--- config.mk ---
export PLATFORM = sky130hd
export DESIGN_NAME = rst_cause_tracker
export DESIGN_NICKNAME = d
export VERILOG_FILES = /design/src/rtl/rst_cause_tracker.sv
export SDC_FILE = /design/constraint.sdc
export NUM_CORES = 1
export LEC_CHECK = 0
export BUFFER_PORTS_ARGS = -buffer_cell sky130_fd_sc_hd__buf_2
export CAP_MARGIN = 10
export CORE_MARGIN = 3
export CORE_UTILIZATION = 40
export CTS_CLUSTER_DIAMETER = 60
export DETAILED_ROUTE_END_ITERATION = 7
export PLACE_DENSITY = 0.72
export SYNTH_ARGS = -nofsm -noshare
export SYNTH_HDL_FRONTEND = slang
export SYNTH_SLANG_ARGS = --single-unit
export TNS_END_PERCENT = 1
--- constraint.sdc ---
create_clock -name clk -period 1.64 [get_ports clk]
set_input_delay 0.328 -clock clk [delete_from_list [all_inputs] [get_ports clk]]
set_output_delay 0.328 -clock clk [all_outputs]
set_load 0.02 [all_outputs]
--- src/rtl/rst_cause_tracker.sv ---
module rst_cause_tracker #(
  parameter int PC_W = 21
) (
  input  logic            clk,
  input  logic            rst_n,
  input  logic            ev_por,
  input  logic            ev_bor,
  input  logic            ev_mclr,
  input  logic            ev_wdt,
  input  logic            ev_stk_ovf,
  input  logic            ev_stk_unf,
  input  logic            ev_swrst,
  input  logic            ev_irq_wake,
  input  logic [1:0]      pwr_mode,
  input  logic            stk_rst_en,
  input  logic            sw_bor_cfg,
  input  logic            gie_hi,
  input  logic            gie_lo,
  input  logic [PC_W-1:0] cur_pc,
  input  logic            wr_en,
  input  logic [7:0]      wr_set,
  output logic [7:0]      flags,
  output logic            sbor_en,
  output logic            evt_valid,
  output logic            evt_is_reset,
  output logic [PC_W-1:0] next_pc
);
  localparam int F_PWR = 0, F_BRN = 1, F_TMO = 2, F_PDN = 3;
  localparam int F_RIN = 4, F_CFG = 5, F_OVF = 6, F_UNF = 7;
  localparam logic [7:0] PWRUP = 8'h3C;
  localparam logic [PC_W-1:0] VEC_HI = PC_W'(8'h08);
  localparam logic [PC_W-1:0] VEC_LO = PC_W'(8'h18);

  wire mode_full = (pwr_mode == 2'd0);
  wire mode_lp   = pwr_mode[1];
  wire ovf_act   = ev_stk_ovf & stk_rst_en;
  wire stk_act   = ovf_act | ev_stk_unf;
  wire irq_act   = ev_irq_wake & ~mode_full;
  wire above_wdt = ev_por | ev_bor | ev_mclr;
  wire above_stk = above_wdt | ev_wdt;
  wire above_sw  = above_stk | stk_act;
  wire above_irq = above_sw | ev_swrst;

  wire [7:0] base = wr_en ? (flags | wr_set) : flags;
  wire [PC_W-1:0] resume_pc = cur_pc + PC_W'(2);

  logic [7:0]      nf;
  logic            n_valid, n_reset;
  logic [PC_W-1:0] n_pc;

  always_comb begin
    nf      = base;
    n_valid = 1'b1;
    n_reset = 1'b1;
    n_pc    = '0;
    if (ev_por) begin
      nf = PWRUP;
    end else if (ev_bor) begin
      nf[F_CFG] = 1'b1; nf[F_RIN] = 1'b1; nf[F_TMO] = 1'b1; nf[F_PDN] = 1'b1;
      nf[F_BRN] = 1'b0;
    end else if (ev_mclr) begin
      if (!mode_full) nf[F_TMO] = 1'b1;
      if (mode_lp)    nf[F_PDN] = 1'b0;
    end else if (ev_wdt) begin
      nf[F_TMO] = 1'b0;
      if (mode_lp) begin
        nf[F_PDN] = 1'b0;
        n_reset   = 1'b0;
        n_pc      = resume_pc;
      end
    end else if (stk_act) begin
      if (ovf_act) nf[F_OVF] = 1'b1;
      else begin
        nf[F_UNF] = 1'b1;
        n_valid   = stk_rst_en;
      end
    end else if (ev_swrst) begin
      nf[F_RIN] = 1'b0;
    end else if (irq_act) begin
      nf[F_PDN] = 1'b0;
      n_reset   = 1'b0;
      n_pc      = gie_hi ? VEC_HI : (gie_lo ? VEC_LO : resume_pc);
    end else begin
      n_valid = 1'b0;
      n_reset = 1'b0;
    end
  end

  always_ff @(posedge clk or negedge rst_n) begin
    if (!rst_n) begin
      flags        <= PWRUP;
      sbor_en      <= 1'b0;
      evt_valid    <= 1'b0;
      evt_is_reset <= 1'b0;
      next_pc      <= '0;
    end else begin
      flags        <= nf;
      evt_valid    <= n_valid;
      evt_is_reset <= n_valid & n_reset;
      next_pc      <= n_pc;
      if (ev_por) sbor_en <= sw_bor_cfg;
    end
  end

  wire any_ev = ev_por | ev_bor | ev_mclr | ev_wdt | ev_stk_ovf | ev_stk_unf | ev_swrst | ev_irq_wake;

  assert_por_load_R1: assert property (@(posedge clk) disable iff (!rst_n)
    ev_por |=> (flags == PWRUP) && evt_valid && evt_is_reset && (next_pc == '0));
  assert_bor_clears_R2: assert property (@(posedge clk) disable iff (!rst_n)
    (ev_bor && !ev_por) |=> !flags[F_BRN] && flags[F_TMO] && evt_is_reset);
  assert_wdt_wake_R4: assert property (@(posedge clk) disable iff (!rst_n)
    (ev_wdt && !above_wdt && pwr_mode[1]) |=> evt_valid && !evt_is_reset && !flags[F_TMO] && !flags[F_PDN]);
  assert_swrst_R7: assert property (@(posedge clk) disable iff (!rst_n)
    (ev_swrst && !above_sw) |=> !flags[F_RIN] && evt_is_reset);
  assert_reset_addr_R10: assert property (@(posedge clk) disable iff (!rst_n)
    evt_is_reset |-> evt_valid && (next_pc == '0));
  assert_quiet_hold_R10: assert property (@(posedge clk) disable iff (!rst_n)
    (!any_ev && !wr_en) |=> !evt_valid && $stable(flags));
  assert_irq_full_ignored_R5: assert property (@(posedge clk) disable iff (!rst_n)
    (ev_irq_wake && mode_full && !above_irq && !wr_en) |=> !evt_valid && $stable(flags));
endmodule

==> tab_implementation.tex, run 1 <==
\begin{tabular}{lr}
\hline
Metric & Value \\
\hline
\multicolumn{2}{l}{\textbf{Worst setup path}} \\
Gate family responsible for the most delay along the worst path & simple AND/OR/NAND/NOR gates \\
Critical Path, Cell by Cell & buf\_2, ha\_1, nand3\_1, or3\_1, or3\_1, a21oi\_1 \\
CP Buf/Inv Count & 1 \\
Critical path origin & cur\_pc[1] \\
Data arrival time of the critical path & 1580 ps \\
Setup slack of the worst register-to-register path & 740 ps \\
Slowest stage delay, CP & 400 ps \\
Crit path required time & 1850 ps \\
Worst reg2reg startpoint & flags[3] \\
Worst R2R End & flags[3] \\
CP Launch Type & input pin \\
CP dominant cell by count & sky130\_fd\_sc\_hd\_\_or3\_1 \\
Worst setup EP type & register \\
Largest fanout on the critical path & 4 \\
Kind of critical path & in2reg \\
Worst Reg2Reg Path Length in Cells & 3 \\
Critical-path cell with the highest stage delay & sky130\_fd\_sc\_hd\_\_or3\_1 \\
\multicolumn{2}{l}{\textbf{Final layout}} \\
Post-Layout Cell Count & 301 \\
Filler Cell Count & 302 \\
Ratio of cells with drive above 1 in the final layout & 0.435 \\
Post-route cell area & 0.00225 mm2 \\
Antenna diodes & 0 \\
Layout overhead on the synthesized area & 46.4\% \\
Most frequent cells in the layout & sky130\_fd\_sc\_hd\_\_buf\_2 (77), sky130\_fd\_sc\_hd\_\_dfrtp\_1 (28), sky130\_fd\_sc\_hd\_\_nor2\_1 (20) \\
Net count of the finished layout & 301 \\
Most common library cell in the layout ignoring fill and taps & sky130\_fd\_sc\_hd\_\_buf\_2 \\
\multicolumn{2}{l}{\textbf{Floorplan}} \\
Area of the placeable core & 0.00352 mm2 \\
Initial core utilization & 0.437 \\
Placement Rows & 21 \\
Boundary pin count & 78 \\
Horiz. Die Dim & 68 um \\
Die boundary height & 68 um \\
Area enclosed by the die boundary & 0.00462 mm2 \\
\multicolumn{2}{l}{\textbf{Route}} \\
Via density & 4.95 \\
Wirelength per Cell & 12.4 um \\
Via count of the routed design & 1491 \\
Antenna-violating nets left & 0 \\
Post-detailed-route DRC marker count & 0 \\
Number of DRC markers in iteration 0 & 79 \\
Number of iterations in the first detailed-routing pass & 4 \\
Final wirelength & 3.72 mm \\
\multicolumn{2}{l}{\textbf{Yosys}} \\
Mapped cell area & 0.00154 mm2 \\
Count of cell types in the netlist & 36 \\
Number of synthesized register bits & 32 \\
Average cell area after synthesis & 9.86 um2 \\
Post-synth top flop & sky130\_fd\_sc\_hd\_\_dfrtp\_1 \\
Register area share after synthesis & 0.524 \\
Total number of yosys warnings & 0 \\
Post-synth EDFFs & 0 \\
Post-Synthesis Net Count & 203 \\
Gate Count Post-Synth & 156 \\
Proportion of register bits with asynchronous set or reset after synthesis & 1.00 \\
\multicolumn{2}{l}{\textbf{Placed design}} \\
\# port buffers & 77 \\
Placed Cells incl. Taps & 292 \\
Post-place setup slack & -11.4 ps \\
HPWL after detailed placement & 3.08 mm \\
Final weighted congestion in routability-driven placement & 0.765 \\
Cell Area, Placed & 0.00211 mm2 \\
\multicolumn{2}{l}{\textbf{Timing}} \\
Final critical-path setup slack & 266 ps \\
Setup repair after global routing missed its margin & false \\
Worst hold slack across all endpoints & 264 ps \\
Peak clock frequency supported by timing & 728 MHz \\
Final critical-path required period & 1370 ps \\
Slew at the pin with the worst max-slew slack & 376 ps \\
Final clock period utilization by the worst path & 0.838 \\
Fin. max-slew vios & 0 \\
Final setup violation count & 0 \\
Worst rel slew slack & 0.750 \\
Endpoints failing hold & 0 \\
Clk\_skew & 0 ps \\
\multicolumn{2}{l}{\textbf{Clock tree}} \\
Post-CTS Setup Inserts & 0 \\
Buffers from clock root to sink, at most & 2 \\
CTS H-tree lvls & 2 \\
Root buffer selected by CTS & sky130\_fd\_sc\_hd\_\_clkbuf\_8 \\
Clock Pin Slew Worst Setup and Hold Paths & 70 ps \\
Cells resized by post-CTS repair & 0 \\
Worst-skew pair later-pin latency & 280 ps \\
CTS tree & done \\
Number of buffers inserted during clock tree synthesis & 5 \\
Number of buffers added to fix hold violations after cts & 1 \\
Number of clock sinks & 32 \\
\multicolumn{2}{l}{\textbf{GRT}} \\
First-pass GRT wire length & 5.97 mm \\
Overall track demand over capacity in global routing & 0.173 \\
Vias in the first global route & 1450 \\
Sum of overflow across all layers after global routing & 0 \\
Pin count of the biggest net entering global routing & 20 \\
Antenna violations before repair & 0 \\
\multicolumn{2}{l}{\textbf{Power and ir drop}} \\
Part of the total power dissipated in combinational logic & 0.142 \\
Switching Fraction & 0.228 \\
Leakage power of the design & 1.12 nW \\
Total power density per cell area & 845 mW/mm2 \\
PnR Total Power & 0.00190 W \\
Sequential Power Share & 0.431 \\
Reported net switching power & 0.000434 W \\
Clock group share of total power & 0.427 \\
Worst-case vdd ir drop & 0.000602 V \\
Internal Dissipation & 0.00147 W \\
\multicolumn{2}{l}{\textbf{Status}} \\
Status & completed \\
\multicolumn{2}{l}{\textbf{Hold path}} \\
Cell depth of the worst hold path & 3 \\
Hold path startpoint & wr\_set[5] \\
Path class of the lowest-slack min-delay path & in2reg \\
Endpoint of the worst hold path & flags[5] \\
\multicolumn{2}{l}{\textbf{Run}} \\
Max-cap check violation count & 0 \\
\hline
\end{tabular}
==> synth_stat cells, types with 2 or more instances <==
cell type | count | area, um2
sky130_fd_sc_hd__a21oi_1 | 16 | 80.1
sky130_fd_sc_hd__and3_1 | 2 | 12.5
sky130_fd_sc_hd__clkbuf_1 | 3 | 11.3
sky130_fd_sc_hd__dfrtp_1 | 28 | 701
sky130_fd_sc_hd__dfstp_2 | 4 | 105
sky130_fd_sc_hd__inv_1 | 7 | 26.3
sky130_fd_sc_hd__nand2_1 | 8 | 30.0
sky130_fd_sc_hd__nand3_1 | 8 | 40.0
sky130_fd_sc_hd__nand4_1 | 2 | 12.5
sky130_fd_sc_hd__nor2_1 | 20 | 75.1
sky130_fd_sc_hd__nor2b_1 | 2 | 12.5
sky130_fd_sc_hd__nor3_1 | 6 | 30.0
sky130_fd_sc_hd__nor4_1 | 5 | 31.3
sky130_fd_sc_hd__o21ai_0 | 8 | 40.0
sky130_fd_sc_hd__o21ai_1 | 2 | 10.0
sky130_fd_sc_hd__or3_1 | 4 | 25.0
sky130_fd_sc_hd__xnor2_1 | 12 | 105
==> worst register-to-register path: stages, from the launching register on <==
cell and delay [ps]:
sky130_fd_sc_hd__dfstp_2 540, sky130_fd_sc_hd__a21oi_1 50, sky130_fd_sc_hd__a21oi_1 130, sky130_fd_sc_hd__o31a_1 140
==> logic make-up after synthesis <==
| family | count (synthesis) | synth area share |
|---|---|---|
| flops | 32 | 0.524 |
| buf+inv | 10 | 0.0244 |
| simple gates | 64 | 0.231 |
| xor+xnor | 13 | 0.0740 |
| compound gates | 35 | 0.131 |
| fa+ha+maj | 1 | 0.00814 |
| mux | 1 | 0.00732 |
==> metrics by stage <==
stage,utilization,setup TNS [ps]
finish,0.639,0
global route,0.639,0
CTS,0.639,0
detailed placement,0.601,-15.4
global placement,0.601,0
floorplan,-,0
==> sequential cells by signal, summed over array words and instances, names as in the netlist <==
register,flops
flags,8
next_pc,21
evt_is_reset,1
sbor_en,1
evt_valid,1
==> power by group through the flow <==
stage,registers [W],clock network (W),logic [W]
4_1_cts,0.000819,0.000821,0.000274
6_report,0.000819,0.000812,0.000270
5_1_grt,0.000820,0.000861,0.000303
2_1_floorplan,0.000859,0,0.0000817
3_5_place_dp,0.000833,0,0.000271
3_3_place_gp,0.000832,0,0.000268
==> layout make-up <==
| class | instances | area, um2 | share of cell area |
|---|---|---|---|
| sequential | 32 | 806 | 0.358 |
| clock buffer | 7 | 96.3 | 0.0428 |
| tap | 46 | 57.6 | 0.0256 |
| clock inverter | 1 | 30.0 | 0.0133 |
| timing repair buffer | 94 | 541 | 0.240 |
| multi-input combinational | 114 | 694 | 0.309 |
| inverter | 7 | 26.3 | 0.0117 |
==> layer usage <==
layer	global-route usage	vias to the layer above	wire length [um]
met4	0.0620	0	59
met5	0	-	0
met2	0.312	70	1740
li1	-	749	-
met3	0.0542	8	428
met1	0.189	664	1500
==> worst max path at each step <==
stage                     slack [ps]           to  cells past startpoint
after global placement            10  next_pc[19]                      6
after floorplan                  100  next_pc[17]                      5
after global routing             180  next_pc[19]                      6
after CTS                        270  next_pc[17]                      6
final                            270  next_pc[17]                      6
after detailed placement         -10  next_pc[17]                      6
No activity file was read; power rests on OpenSTA's default activity.
==> inputs of run 2 (changes only) <==
==> constraint.sdc (replaced) <==
create_clock -name clk -period 1.3 [get_ports clk]
set_input_delay 0.26 -clock clk [delete_from_list [all_inputs] [get_ports clk]]
set_output_delay 0.26 -clock clk [all_outputs]
set_load 0.02 [all_outputs]
==> tab_implementation.tex, run 2 (synthesis gave the netlist of run 1 again) <==
\begin{tabular}{lr}
\hline
Metric & Value \\
\hline
\multicolumn{2}{l}{\textbf{Power and ir drop}} \\
Switching Fraction & 0.255 \\
Internal Dissipation & 0.00163 W \\
PnR Total Power & 0.00219 W \\
Leakage power of the design & 1.19 nW \\
Sequential Power Share & 0.472 \\
Reported net switching power & 0.000558 W \\
Part of the total power dissipated in combinational logic & 0.178 \\
Worst-case vdd ir drop & 0.000434 V \\
Clock group share of total power & 0.350 \\
Total power density per cell area & 917 mW/mm2 \\
\multicolumn{2}{l}{\textbf{Worst setup path}} \\
CP dominant cell by count & sky130\_fd\_sc\_hd\_\_or3\_4 \\
Critical-path cell with the highest stage delay & sky130\_fd\_sc\_hd\_\_or3\_4 \\
Worst setup EP type & register \\
Gate family responsible for the most delay along the worst path & simple AND/OR/NAND/NOR gates \\
Critical Path, Cell by Cell & buf\_4, ha\_4, nand3\_2, or3\_4, or3\_4, a21oi\_2 \\
Data arrival time of the critical path & 1450 ps \\
CP Launch Type & input pin \\
Largest fanout on the critical path & 4 \\
CP Buf/Inv Count & 1 \\
Slowest stage delay, CP & 400 ps \\
Kind of critical path & in2reg \\
Crit path required time & 1500 ps \\
\multicolumn{2}{l}{\textbf{Timing}} \\
Fin. max-slew vios & 0 \\
Peak clock frequency supported by timing & 804 MHz \\
Final clock period utilization by the worst path & 0.956 \\
Final critical-path required period & 1240 ps \\
Final total negative setup slack & 0 ps \\
Worst rel slew slack & 0.751 \\
Slew at the pin with the worst max-slew slack & 371 ps \\
Setup repair after global routing missed its margin & false \\
Endpoints failing hold & 0 \\
Clk\_skew & 0 ps \\
Final setup violation count & 0 \\
\multicolumn{2}{l}{\textbf{Hold path}} \\
Path class of the lowest-slack min-delay path & in2reg \\
\multicolumn{2}{l}{\textbf{Floorplan}} \\
Horiz. Die Dim & 68 um \\
Area enclosed by the die boundary & 0.00462 mm2 \\
Initial core utilization & 0.437 \\
Boundary pin count & 78 \\
Placement Rows & 21 \\
Area of the placeable core & 0.00352 mm2 \\
Die boundary height & 68 um \\
\multicolumn{2}{l}{\textbf{Clock tree}} \\
Number of clock sinks & 32 \\
CTS tree & done \\
Root buffer selected by CTS & sky130\_fd\_sc\_hd\_\_clkbuf\_8 \\
Buffers from clock root to sink, at most & 2 \\
Clock Pin Slew Worst Setup and Hold Paths & 60 ps \\
CTS H-tree lvls & 2 \\
Number of buffers inserted during clock tree synthesis & 5 \\
Worst-skew pair later-pin latency & 280 ps \\
\multicolumn{2}{l}{\textbf{Final layout}} \\
Registers with the most flip-flops & next\_pc x21, flags x8 \\
Ratio of cells with drive above 1 in the final layout & 0.495 \\
Post-route cell area & 0.00239 mm2 \\
Layout overhead on the synthesized area & 55.3\% \\
Largest register FFs & 21 \\
Sequential standard cell area & 806 um2 \\
Filler Cell Count & 300 \\
Most common library cell in the layout ignoring fill and taps & sky130\_fd\_sc\_hd\_\_buf\_2 \\
Area occupied by multi-input gates & 738 um2 \\
Register with the highest flop count & next\_pc \\
Antenna diodes & 0 \\
Most frequent cells in the layout & sky130\_fd\_sc\_hd\_\_buf\_2 (75), sky130\_fd\_sc\_hd\_\_buf\_4 (35), sky130\_fd\_sc\_hd\_\_dfrtp\_1 (28) \\
Net count of the finished layout & 319 \\
\multicolumn{2}{l}{\textbf{Route}} \\
Wirelength per Cell & 12.7 um \\
Final wirelength & 4.06 mm \\
Antenna-violating nets left & 0 \\
Post-detailed-route DRC marker count & 0 \\
Number of DRC markers in iteration 0 & 69 \\
Via count of the routed design & 1591 \\
Via density & 4.99 \\
Number of iterations in the first detailed-routing pass & 4 \\
\multicolumn{2}{l}{\textbf{GRT}} \\
Global-route track usage on met2 & 0.348 \\
Vias in the first global route & 1505 \\
First-pass GRT wire length & 6.64 mm \\
Global Route met1 Usage & 0.223 \\
Met3 track utilization from global routing & 0.0493 \\
Pin count of the biggest net entering global routing & 20 \\
Antenna violations before repair & 0 \\
Busiest layer in global routing & met2 \\
Sum of overflow across all layers after global routing & 0 \\
Overall track demand over capacity in global routing & 0.194 \\
\multicolumn{2}{l}{\textbf{Placed design}} \\
Final weighted congestion in routability-driven placement & 0.767 \\
\# port buffers & 77 \\
Cell Area, Placed & 0.00227 mm2 \\
HPWL after detailed placement & 3.38 mm \\
\multicolumn{2}{l}{\textbf{Run}} \\
Max-cap check violation count & 0 \\
\multicolumn{2}{l}{\textbf{Status}} \\
Status & completed \\
\hline
\end{tabular}
[run 2: cell types whose count changed in the layout (fill, tap and decap cells not counted), moves of 2 or more]
cell,delta
sky130_fd_sc_hd__buf_4,+21
sky130_fd_sc_hd__buf_2,-2
sky130_fd_sc_hd__clkinv_2,+2
sky130_fd_sc_hd__or3_1,-2
sky130_fd_sc_hd__or3_4,+2
[run 2: path summary, 6_finish.rpt]
path                            startpoint     endpoint  slack, ps  depth (start not counted)
worst min-delay path             cur_pc[0]   next_pc[0]        190                          3
worst min register to register    flags[0]     flags[0]        500                          2
min in group asynchronous            rst_n  next_pc[17]        430                          2
max in group asynchronous            rst_n   next_pc[1]        400                          3
worst max register to register    flags[3]     flags[3]        390                          3
worst max-delay path             cur_pc[1]  next_pc[19]         60                          6
[run 2: power groups by stage]
stage | combinational (W) | sequential [W] | clock (W)
6_report | 0.000391 | 0.00103 | 0.000766
5_1_grt | 0.000437 | 0.00103 | 0.000833
4_1_cts | 0.000392 | 0.00103 | 0.000789
3_5_place_dp | 0.000389 | 0.00105 | 0
3_3_place_gp | 0.000381 | 0.00105 | 0
2_1_floorplan | 0.000107 | 0.00108 | 0
[run 2: repair_timing]
item,CTS,global route
endpoints found under the hold margin,11,0
setup buffers,0,0
hold buffers,1,0
endpoints found under the setup margin,0,2
resized for setup,0,6
[run 2: area by class of cell]
type                       count  area share
sequential                    32       0.337
multi-input combinational    114       0.309
timing repair buffer         112       0.280
clock inverter                 2     0.00419
clock buffer                   6      0.0346
inverter                       7      0.0110
tap                           46      0.0241
[run 2: through the flow]
stage | worst slack, ps | hold WS (ps) | utilization | instances
final | 57.0 | 190 | 0.678 | 319
after global routing | 2.49 | 212 | 0.678 | 319
after CTS | 14.1 | 185 | 0.674 | 319
after detailed placement | -289 | 193 | 0.645 | 310
after global placement | -218 | 195 | 0.645 | 310
after floorplan | -62.8 | -35.6 | - | 156
[run 2: worst reg2reg max path: stages, from the launching register on]
cell and delay (ps):
sky130_fd_sc_hd__dfstp_2 540, sky130_fd_sc_hd__a21oi_1 40, sky130_fd_sc_hd__a21oi_1 130, sky130_fd_sc_hd__o31a_1 140
[run 2: metal layers]
layer	share of wire	vias to the layer above
met5	0	-
met2	0.51	79
met1	0.38	719
li1	-	787
met4	0.013	0
met3	0.10	6
